`config.mk`:
```
export PLATFORM = sky130hd
export DESIGN_NAME = gclk_bank
export DESIGN_NICKNAME = d
export VERILOG_FILES = /design/src/rtl/gclk_pkg.sv /design/src/rtl/gclk_regs.sv /design/src/rtl/gclk_channel.sv /design/src/rtl/gclk_bank.sv
export SDC_FILE = /design/constraint.sdc
export NUM_CORES = 1
export LEC_CHECK = 0
export ABC_AREA = 1
export BUFFER_PORTS_ARGS = -buffer_cell sky130_fd_sc_hd__buf_2
export CAP_MARGIN = 25
export CORE_MARGIN = 2
export CORE_UTILIZATION = 65
export CTS_BUF_LIST = sky130_fd_sc_hd__clkbuf_4
export CTS_CLUSTER_DIAMETER = 200
export CTS_CLUSTER_SIZE = 14
export DETAILED_ROUTE_END_ITERATION = 12
export PLACE_DENSITY = 0.88
export SLEW_MARGIN = 10
export SYNTH_ARGS = -nofsm -noshare
export SYNTH_HDL_FRONTEND = slang
export SYNTH_SLANG_ARGS = --single-unit
```
`constraint.sdc`:
```
create_clock -name clk -period 3.4 [get_ports clk]
set_input_delay 0.34 -clock clk [delete_from_list [all_inputs] [get_ports clk]]
set_output_delay 0.34 -clock clk [all_outputs]
set_load 0.03 [all_outputs]
```
`src/rtl/gclk_pkg.sv`:
```
package gclk_pkg;
    localparam int CTRL_W    = 16;
    localparam int NSRC      = 4;
    localparam int SEL_W     = $clog2(NSRC);
    localparam int EN_BIT    = 0;
    localparam int DIVON_BIT = 1;
    localparam int BANK_BIT  = 2;
    localparam int PLL_BIT   = 3;
    localparam int DIV_LSB   = 8;
    localparam int DIV_W     = 8;
    localparam logic [CTRL_W-1:0] CTRL_MASK = 16'hFF0F;

    typedef enum logic [1:0] {
        ST_OFF  = 2'd0,
        ST_PASS = 2'd1,
        ST_LO   = 2'd2,
        ST_HI   = 2'd3
    } gc_state_e;
endpackage

```
`src/rtl/gclk_regs.sv`:
```
module gclk_regs
    import gclk_pkg::*;
#(
    parameter int NCH = 4,
    parameter int AW  = 4
) (
    input  logic                         clk,
    input  logic                         rst_n,
    input  logic                         wr_en,
    input  logic [AW-1:0]                addr,
    input  logic [31:0]                  wdata,
    output logic [31:0]                  rdata,
    output logic [NCH-1:0][CTRL_W-1:0]   ctrl
);
    localparam int IW = AW - 2;

    logic [IW-1:0] idx;
    logic          aligned;

    assign idx     = addr[AW-1:2];
    assign aligned = (addr[1:0] == 2'b00);

    for (genvar i = 0; i < NCH; i++) begin : g_word
        always_ff @(posedge clk) begin
            if (!rst_n)
                ctrl[i] <= '0;
            else if (wr_en && aligned && (idx == IW'(i)))
                ctrl[i] <= wdata[CTRL_W-1:0] & CTRL_MASK;
        end


        word_write_chk: assert property (@(posedge clk) disable iff (!rst_n)
            (wr_en && aligned && (idx == IW'(i)))
            |=> (ctrl[i] == ($past(wdata[CTRL_W-1:0]) & CTRL_MASK)));
    end

    always_comb begin
        rdata = '0;
        if (aligned && ({1'b0, idx} < (IW+1)'(NCH)))
            rdata[CTRL_W-1:0] = ctrl[idx];
    end
endmodule

```
`src/rtl/gclk_channel.sv`:
```
module gclk_channel
    import gclk_pkg::*;
(
    input  logic              clk,
    input  logic              rst_n,
    input  logic [NSRC-1:0]   src_tick,
    input  logic [CTRL_W-1:0] ctrl,
    output logic              clk_o
);
    logic              en, divon;
    logic [SEL_W-1:0]  sel_live, sel_q;
    logic [DIV_W-1:0]  div_live, div_q;
    logic [DIV_W-1:0]  cnt, cnt_nx;
    logic              tick_live, tick_q, load, pass_q;
    gc_state_e         state, state_nx;

    assign en        = ctrl[EN_BIT];
    assign divon     = ctrl[DIVON_BIT];
    assign sel_live  = {ctrl[PLL_BIT], ctrl[BANK_BIT]};
    assign div_live  = ctrl[DIV_LSB +: DIV_W];
    assign tick_live = src_tick[sel_live];
    assign tick_q    = src_tick[sel_q];

    always_comb begin
        state_nx = state;
        cnt_nx   = cnt;
        load     = 1'b0;
        unique case (state)
            ST_OFF: begin
                load   = 1'b1;
                cnt_nx = '0;
                if (en)
                    state_nx = divon ? ST_LO : ST_PASS;
            end
            ST_PASS: begin
                load = 1'b1;
                if (!en) begin
                    state_nx = ST_OFF;
                end else if (divon) begin
                    state_nx = ST_LO;
                    cnt_nx   = '0;
                end
            end
            ST_LO: begin
                if (!en) begin
                    state_nx = ST_OFF;
                    cnt_nx   = '0;
                end else if (tick_q) begin
                    if (cnt == div_q) begin
                        cnt_nx   = '0;
                        load     = 1'b1;
                        state_nx = divon ? ST_HI : ST_PASS;
                    end else begin
                        cnt_nx = cnt + 1'b1;
                    end
                end
            end
            ST_HI: begin
                if (tick_q) begin
                    if (cnt == div_q) begin
                        cnt_nx   = '0;
                        load     = 1'b1;
                        state_nx = ST_LO;
                    end else begin
                        cnt_nx = cnt + 1'b1;
                    end
                end
            end
            default: state_nx = ST_OFF;
        endcase
    end

    always_ff @(posedge clk) begin
        if (!rst_n) begin
            state  <= ST_OFF;
            cnt    <= '0;
            sel_q  <= '0;
            div_q  <= '0;
            pass_q <= 1'b0;
        end else begin
            state  <= state_nx;
            cnt    <= cnt_nx;
            pass_q <= (state_nx == ST_PASS) && tick_live;
            if (load) begin
                sel_q <= sel_live;
                div_q <= div_live;
            end
        end
    end

    always_comb begin
        clk_o = pass_q || (state == ST_HI);
    end


    off_low_chk: assert property (@(posedge clk) disable iff (!rst_n)
        (state == ST_OFF) |-> !clk_o);


    hi_no_abort_chk: assert property (@(posedge clk) disable iff (!rst_n)
        (state == ST_HI) |=> (state != ST_OFF));


    cnt_bound_chk: assert property (@(posedge clk) disable iff (!rst_n)
        (state == ST_LO || state == ST_HI) |-> (cnt <= div_q));


    div_hold_chk: assert property (@(posedge clk) disable iff (!rst_n)
        ((state == ST_HI) && !tick_q) |=> ($stable(div_q) && $stable(state)));


    src_hold_chk: assert property (@(posedge clk) disable iff (!rst_n)
        ((state == ST_LO || state == ST_HI) && !tick_q && en) |=> $stable(sel_q));
endmodule

```
`src/rtl/gclk_bank.sv`:
```
module gclk_bank
    import gclk_pkg::*;
#(
    parameter  int NCH = 4,
    localparam int AW  = $clog2(NCH) + 2
) (
    input  logic              clk,
    input  logic              rst_n,
    input  logic [NSRC-1:0]   src_tick,
    input  logic              wr_en,
    input  logic [AW-1:0]     addr,
    input  logic [31:0]       wdata,
    output logic [31:0]       rdata,
    output logic [NCH-1:0]    clk_out
);
    logic [NCH-1:0][CTRL_W-1:0] ctrl;

    gclk_regs #(.NCH(NCH), .AW(AW)) u_regs (
        .clk   (clk),
        .rst_n (rst_n),
        .wr_en (wr_en),
        .addr  (addr),
        .wdata (wdata),
        .rdata (rdata),
        .ctrl  (ctrl)
    );

    for (genvar i = 0; i < NCH; i++) begin : g_ch
        gclk_channel u_ch (
            .clk      (clk),
            .rst_n    (rst_n),
            .src_tick (src_tick),
            .ctrl     (ctrl[i]),
            .clk_o    (clk_out[i])
        );
    end


    reset_quiet_chk: assert property (@(posedge clk)
        !rst_n |=> (clk_out == '0));
endmodule

```
Word-level counts from Yosys, hierarchy flattened:

Cells that the tools add are included.

* add/subtract/negate cells: 4
* magnitude comparators: 9
* reduce and logical (&&, ||, !) cells: 27
* multiplexer cells: 103
* equality and inequality tests: 31

Operators with widths (count)
* 2-to-1 mux 8 bit: 20
* one-hot mux 8 bit (4 select lines): 4
* 2-to-1 mux 2 bit: 40
* adder 8 x 1 -> 8 bit, second input constant: 4
* binary-select mux 16 bit (select 2 bit): 1
* equality test 8 bit: 4
* 2-to-1 mux 16 bit: 2
* one-hot mux 2 bit (4 select lines): 4
* less-than comparator 2 x 3 -> 1 bit, second input constant: 9
* equality test 2 bit, second input constant: 10
* 2-to-1 mux 1 bit: 20
* equality test 2 x 1 -> 1 bit, second input constant: 9
* binary-select mux 1 bit (select 2 bit): 8
* inequality test 2 bit, second input constant: 8
* logical NOT 2 bit: 6
* one-hot mux 1 bit (3 select lines): 4
* logical AND 1 bit: 9
* AND reduction 2 bit: 4
* OR reduction 2 bit: 4
* logical OR 1 bit: 4

* word-level logic and storage cells: 198
* flip-flop bits (word level): 132
* output and inout port bits: 36

Longest topological paths before layout:

* depth in word-level cells: 7
* depth in mapped cells: 13
* mapped depth without buffers: 13

Hierarchy:

From an unflattened synthesis, not the netlist that was laid out.

* cell total of the unflattened synthesis: 1211
* area, all modules: 7815.0 sq um

Modules (own cells, without submodules)
* gclk_channel (g_ch[0].u_ch ...): area each 1171.1 sq um, seq. area each 420.4 sq um, cells each 176, times used 3
* gclk_regs: area each 2910.3 sq um, seq. area each 960.9 sq um, cells each 478, times used 1
* gclk_channel (g_ch[3].u_ch): area each 1391.3 sq um, seq. area each 420.4 sq um, cells each 205, times used 1

Worst setup path after synthesis:

Ideal clock, no wire load.

* kind: input to output
* from: input port addr[2]
* to: output port rdata[10]
* slack: 1675 ps
* stages: 4
* data arrival time: 1385 ps
* buffers on the path: 1
* cell sequence: nor2_1 clkbuf_1 a221oi_1 nor2_1

* word-level cells in the longest chain between the ends: 3

RTL lines
* from (decl): RTL line gclk_bank.sv:11 `input logic [AW-1:0] addr,`
* binary-select mux 16 bit (select 2 bit): RTL line gclk_regs.sv:40 `rdata[CTRL_W-1:0] = ctrl[idx];`
* 2-to-1 mux 16 bit (implied by the code): RTL line gclk_regs.sv:40
* 2-to-1 mux 16 bit: RTL line gclk_regs.sv:39 `if (aligned && ({1'b0, idx} < (IW+1)'(NCH)))`
* to (decl): RTL line gclk_bank.sv:13 `output logic [31:0] rdata,`

No other way between the ends. The select of a mux whose other input is x is not followed.

Final worst setup path:

* from: input port addr[2]
* to: output port rdata[1]

Same word-level chain as after synthesis.

==> metrics.cfg <==
[synth]
syn_area_um2 = 6790
synth-simple-area-share_pct = 29.57
syn_inst = 959
synth_top_area_share_pct = 38.92
synth_top_area_cell = dfxtp_1
synth_edf_count = 0
yosysWarningCount = 0
ys_seq_elements = 132
yosysSeqAreaShare_pct = 38.92
yosysUniqueCellTypes = 41
synth-main-ff-cell = dfxtp_1
ys_async_sr_fraction_pct = 0
synth-xor-area-share_pct = 3.335
synth_top_family_by_area = simple AND/OR/NAND/NOR gates
synth_area_leaders = dfxtp_1 (39%), nand2_1 (11%), a21oi_1 (7.0%), nor2_1 (5.7%), nand3_1 (5.3%)
avgSynthCellArea_um2 = 7.081
yosys.area_share.adder_pct = 0.7371
synthMuxAreaShare_pct = 0.2948
synth-compound-area-share_pct = 16.31

[final_layout]
fin_cells = 1134
num-fill-cells = 855
syn2layout_area_growth_pct = 7.186
nNetsFinal = 1032
stdcell_area_um2 = 7278
diodes = 0
drive_above_1_share_pct = 14.13

[min_path]
hp-class = input pin to register
hold_depth = 3
hp-start = wdata[15]
min_to = u_regs.ctrl[47]$_SDFFE_PN0P_

[drt]
drt-total-wl_um = 15920
wl_per_cell_um = 14.04
drtIter0Drc = 561
drt_first_pass_iters = 6
final_antenna_net_count = 0
vias_per_cell = 5.529
drcViolationCount = 0
vias = 6270

[place]
placed_area_um2 = 6910
port_buffers = 38
finalWeightedCongestion = 0.9236
place_inst = 1102
dp_hpwl_um = 11500
place_ws_ns = 1.140

[setup_path]
path_cells = buf_2 -> inv_1 -> nor2_1 -> a221oi_1 -> nor2_1 -> buf_2
rrSetupSlack_ns = 1.46
critical_path_class = input pin to primary output
cp-start-kind = input pin
reg2regPathDepth = 8
path_buf_inv = 3
worstReg2RegEnd = g_ch[2].u_ch.sel_q[1]$_SDFFE_PN0P_
cp_slowest_cell = nor2_1
cp.arrival_ns = 1.92
critPathTopFamily = simple AND/OR/NAND/NOR gates
required_ns = 3.06
critical-path-max-stage-delay_ns = 0.71
cp_max_fo = 13
crit_cells = 6
end_kind = primary output
reg2reg_from = g_ch[2].u_ch.cnt[3]$_SDFFE_PN0P_

[global_routing]
globalRouteTotalUtil_pct = 29.31
met2_usage_pct = 46.89
grt_pass1_wl_um = 26180
gr-usage-met3_pct = 4.905
grt_use_met1_pct = 38.67
antenna_found_initial = 0
grt_pass1_vias = 5596
top_usage_layer = met2
overflow = 0
grt_max_degree = 56

[floorplanning]
io_pins = 79
core_um2 = 10230
rows = 37
die_area_um2 = 11280
initial_utilization_pct = 66.37
die_w_um = 106.2
chipHeight_um = 106.2

[cts]
cts-root-buf = clkbuf_4
cts_tree = yes
cts.repair.resized = 0
clockBufferDepth = 2
cts_setup_buffers = 0
clkSlewWorstSetupHoldPaths_ns = 0.11
clock_sinks = 132
clk-insertion-delay-late_ns = 0.56
htree_levels = 4
numCtsBuffers = 17
cts_hold_buf = 0

[power_and_ir_drop]
clock_power_share_pct = 42.6
vdd.ir_drop.worst_uv = 292.4
swShare_pct = 24.83
p_int_mw = 2.357
p_switching_mw = 0.7788
pwr-share-comb_pct = 7.0
seq_power_share_pct = 50.4
static-leakage-power_nw = 2.934
power.density_nw_per_um2 = 430.9

[run_status]
status = finished clean

[sta]
worst_pin_slew_ns = 0.9434
finalHoldViolCount = 0
rsz0062_at_grt = false
hold_ws_ns = 0.05705
relSlewSlack_pct = 36.87
fin_crit_sh_pct = 66.55
fin_crit_ns = 2.263
finalSetupViolCount = 0
slew_viol_final = 0
fin_skew_ns = 0.01480
setup_ws_ns = 1.137
max_freq_mhz = 442.0
setup_tns_ns = 0

[job]
max-cap-violations = 0

-- sequential cells by signal (all words and copies together), names as in the netlist --
register,flops
u_regs.ctrl,48
g_ch.u_ch.cnt,32
g_ch.u_ch.div_q,32
g_ch.u_ch.sel_q,8
g_ch.u_ch.state,8
g_ch.u_ch.pass_q,4
-- how the worst max path moves through the flow --
stage / from / end / slack [ns]
after global routing: addr[2] / rdata[1] / 1.11
after global placement: addr[2] / u_regs.ctrl[18]$_SDFFE_PN0P_ / 1.20
after CTS: addr[2] / rdata[0] / 1.20
final: addr[2] / rdata[1] / 1.14
after floorplan: addr[2] / rdata[10] / 1.67
after detailed placement: addr[2] / u_regs.ctrl[27]$_SDFFE_PN0P_ / 1.14
-- metrics by stage --
stage	power [mW]	util (%)
global placement	1.827	67.54
floorplan	1.787	-
finish	3.136	71.14
CTS	3.141	71.14
global route	3.237	71.14
detailed placement	1.831	67.54
-- worst register-to-register path, delay by kind of cell (launching register included) --
kind / cells / cell delay [ns]
XOR/XNOR: 1 / 0.14
AND/OR/NAND/NOR: 6 / 1.18
flip-flops: 1 / 0.44
AO/OA/AOI/OAI: 1 / 0.07
-- logic make-up after synthesis --
| logic type | after synthesis |
|---|---|
| flops | 132 |
| simple gates | 437 |
| fa+ha+maj | 4 |
| other cells | 1 |
| buf+inv | 159 |
| mux | 2 |
| compound gates | 199 |
| xor+xnor | 25 |
-- cell usage in the layout (no fill, tap or decap), drive strengths merged --
master      n
nand4      13
nor3       15
o211ai      2
clkinvlp    1
and3        4
conb       20
nor2      118
clkbuf     18
a21oi     100
xor2        5
a211oi      1
clkinv      7
or2         1
mux2i       2
dfxtp     132
nand3      78
nand2     207
xnor2      20
bufinv      6
o22ai       4
nor3b       1
buf        41
inv       106
o21bai      6
o21ai      72
a221oi     14
ha          4
-- power groups by stage --
stage	Sequential (mW)	Combinational (mW)	Clock [mW]
finish	1.58	0.220	1.34
global route	1.58	0.241	1.41
CTS	1.58	0.217	1.34
detailed placement	1.61	0.216	0
global placement	1.61	0.212	0
floorplan	1.61	0.178	0
-- Yosys cell counts (9+ instances only) --
library cell / count
a21oi_1: 95
buf_4: 25
nor3_1: 9
nor2_1: 104
a221oi_1: 12
clkbuf_1: 22
nor2_2: 12
nand2_2: 10
inv_1: 88
xnor2_1: 19
nand4_1: 13
nand3_1: 72
inv_2: 17
o21ai_0: 70
dfxtp_1: 132
nand2_1: 190
-- area by class of cell --
| cell class | instances | area [um2] | area share [%] |
|---|---|---|---|
| Multi-Input combinational cell | 687 | 3487 | 47.91 |
| Sequential cell | 132 | 2643 | 36.31 |
| Inverter | 106 | 397.9 | 5.467 |
| Clock inverter | 14 | 232.7 | 3.198 |
| Timing Repair Buffer | 41 | 212.7 | 2.922 |
| Tap cell | 136 | 170.2 | 2.338 |
| Clock buffer | 18 | 135.1 | 1.857 |
-- metal layers --
| layer | vias up | wire, um |
|---|---|---|
| met5 | - | 0 |
| li1 | 3155 | - |
| met4 | 0 | 401 |
| met2 | 218 | 7512 |
| met1 | 2862 | 6954 |
| met3 | 35 | 1053 |
(Power assumes the default switching activity.)
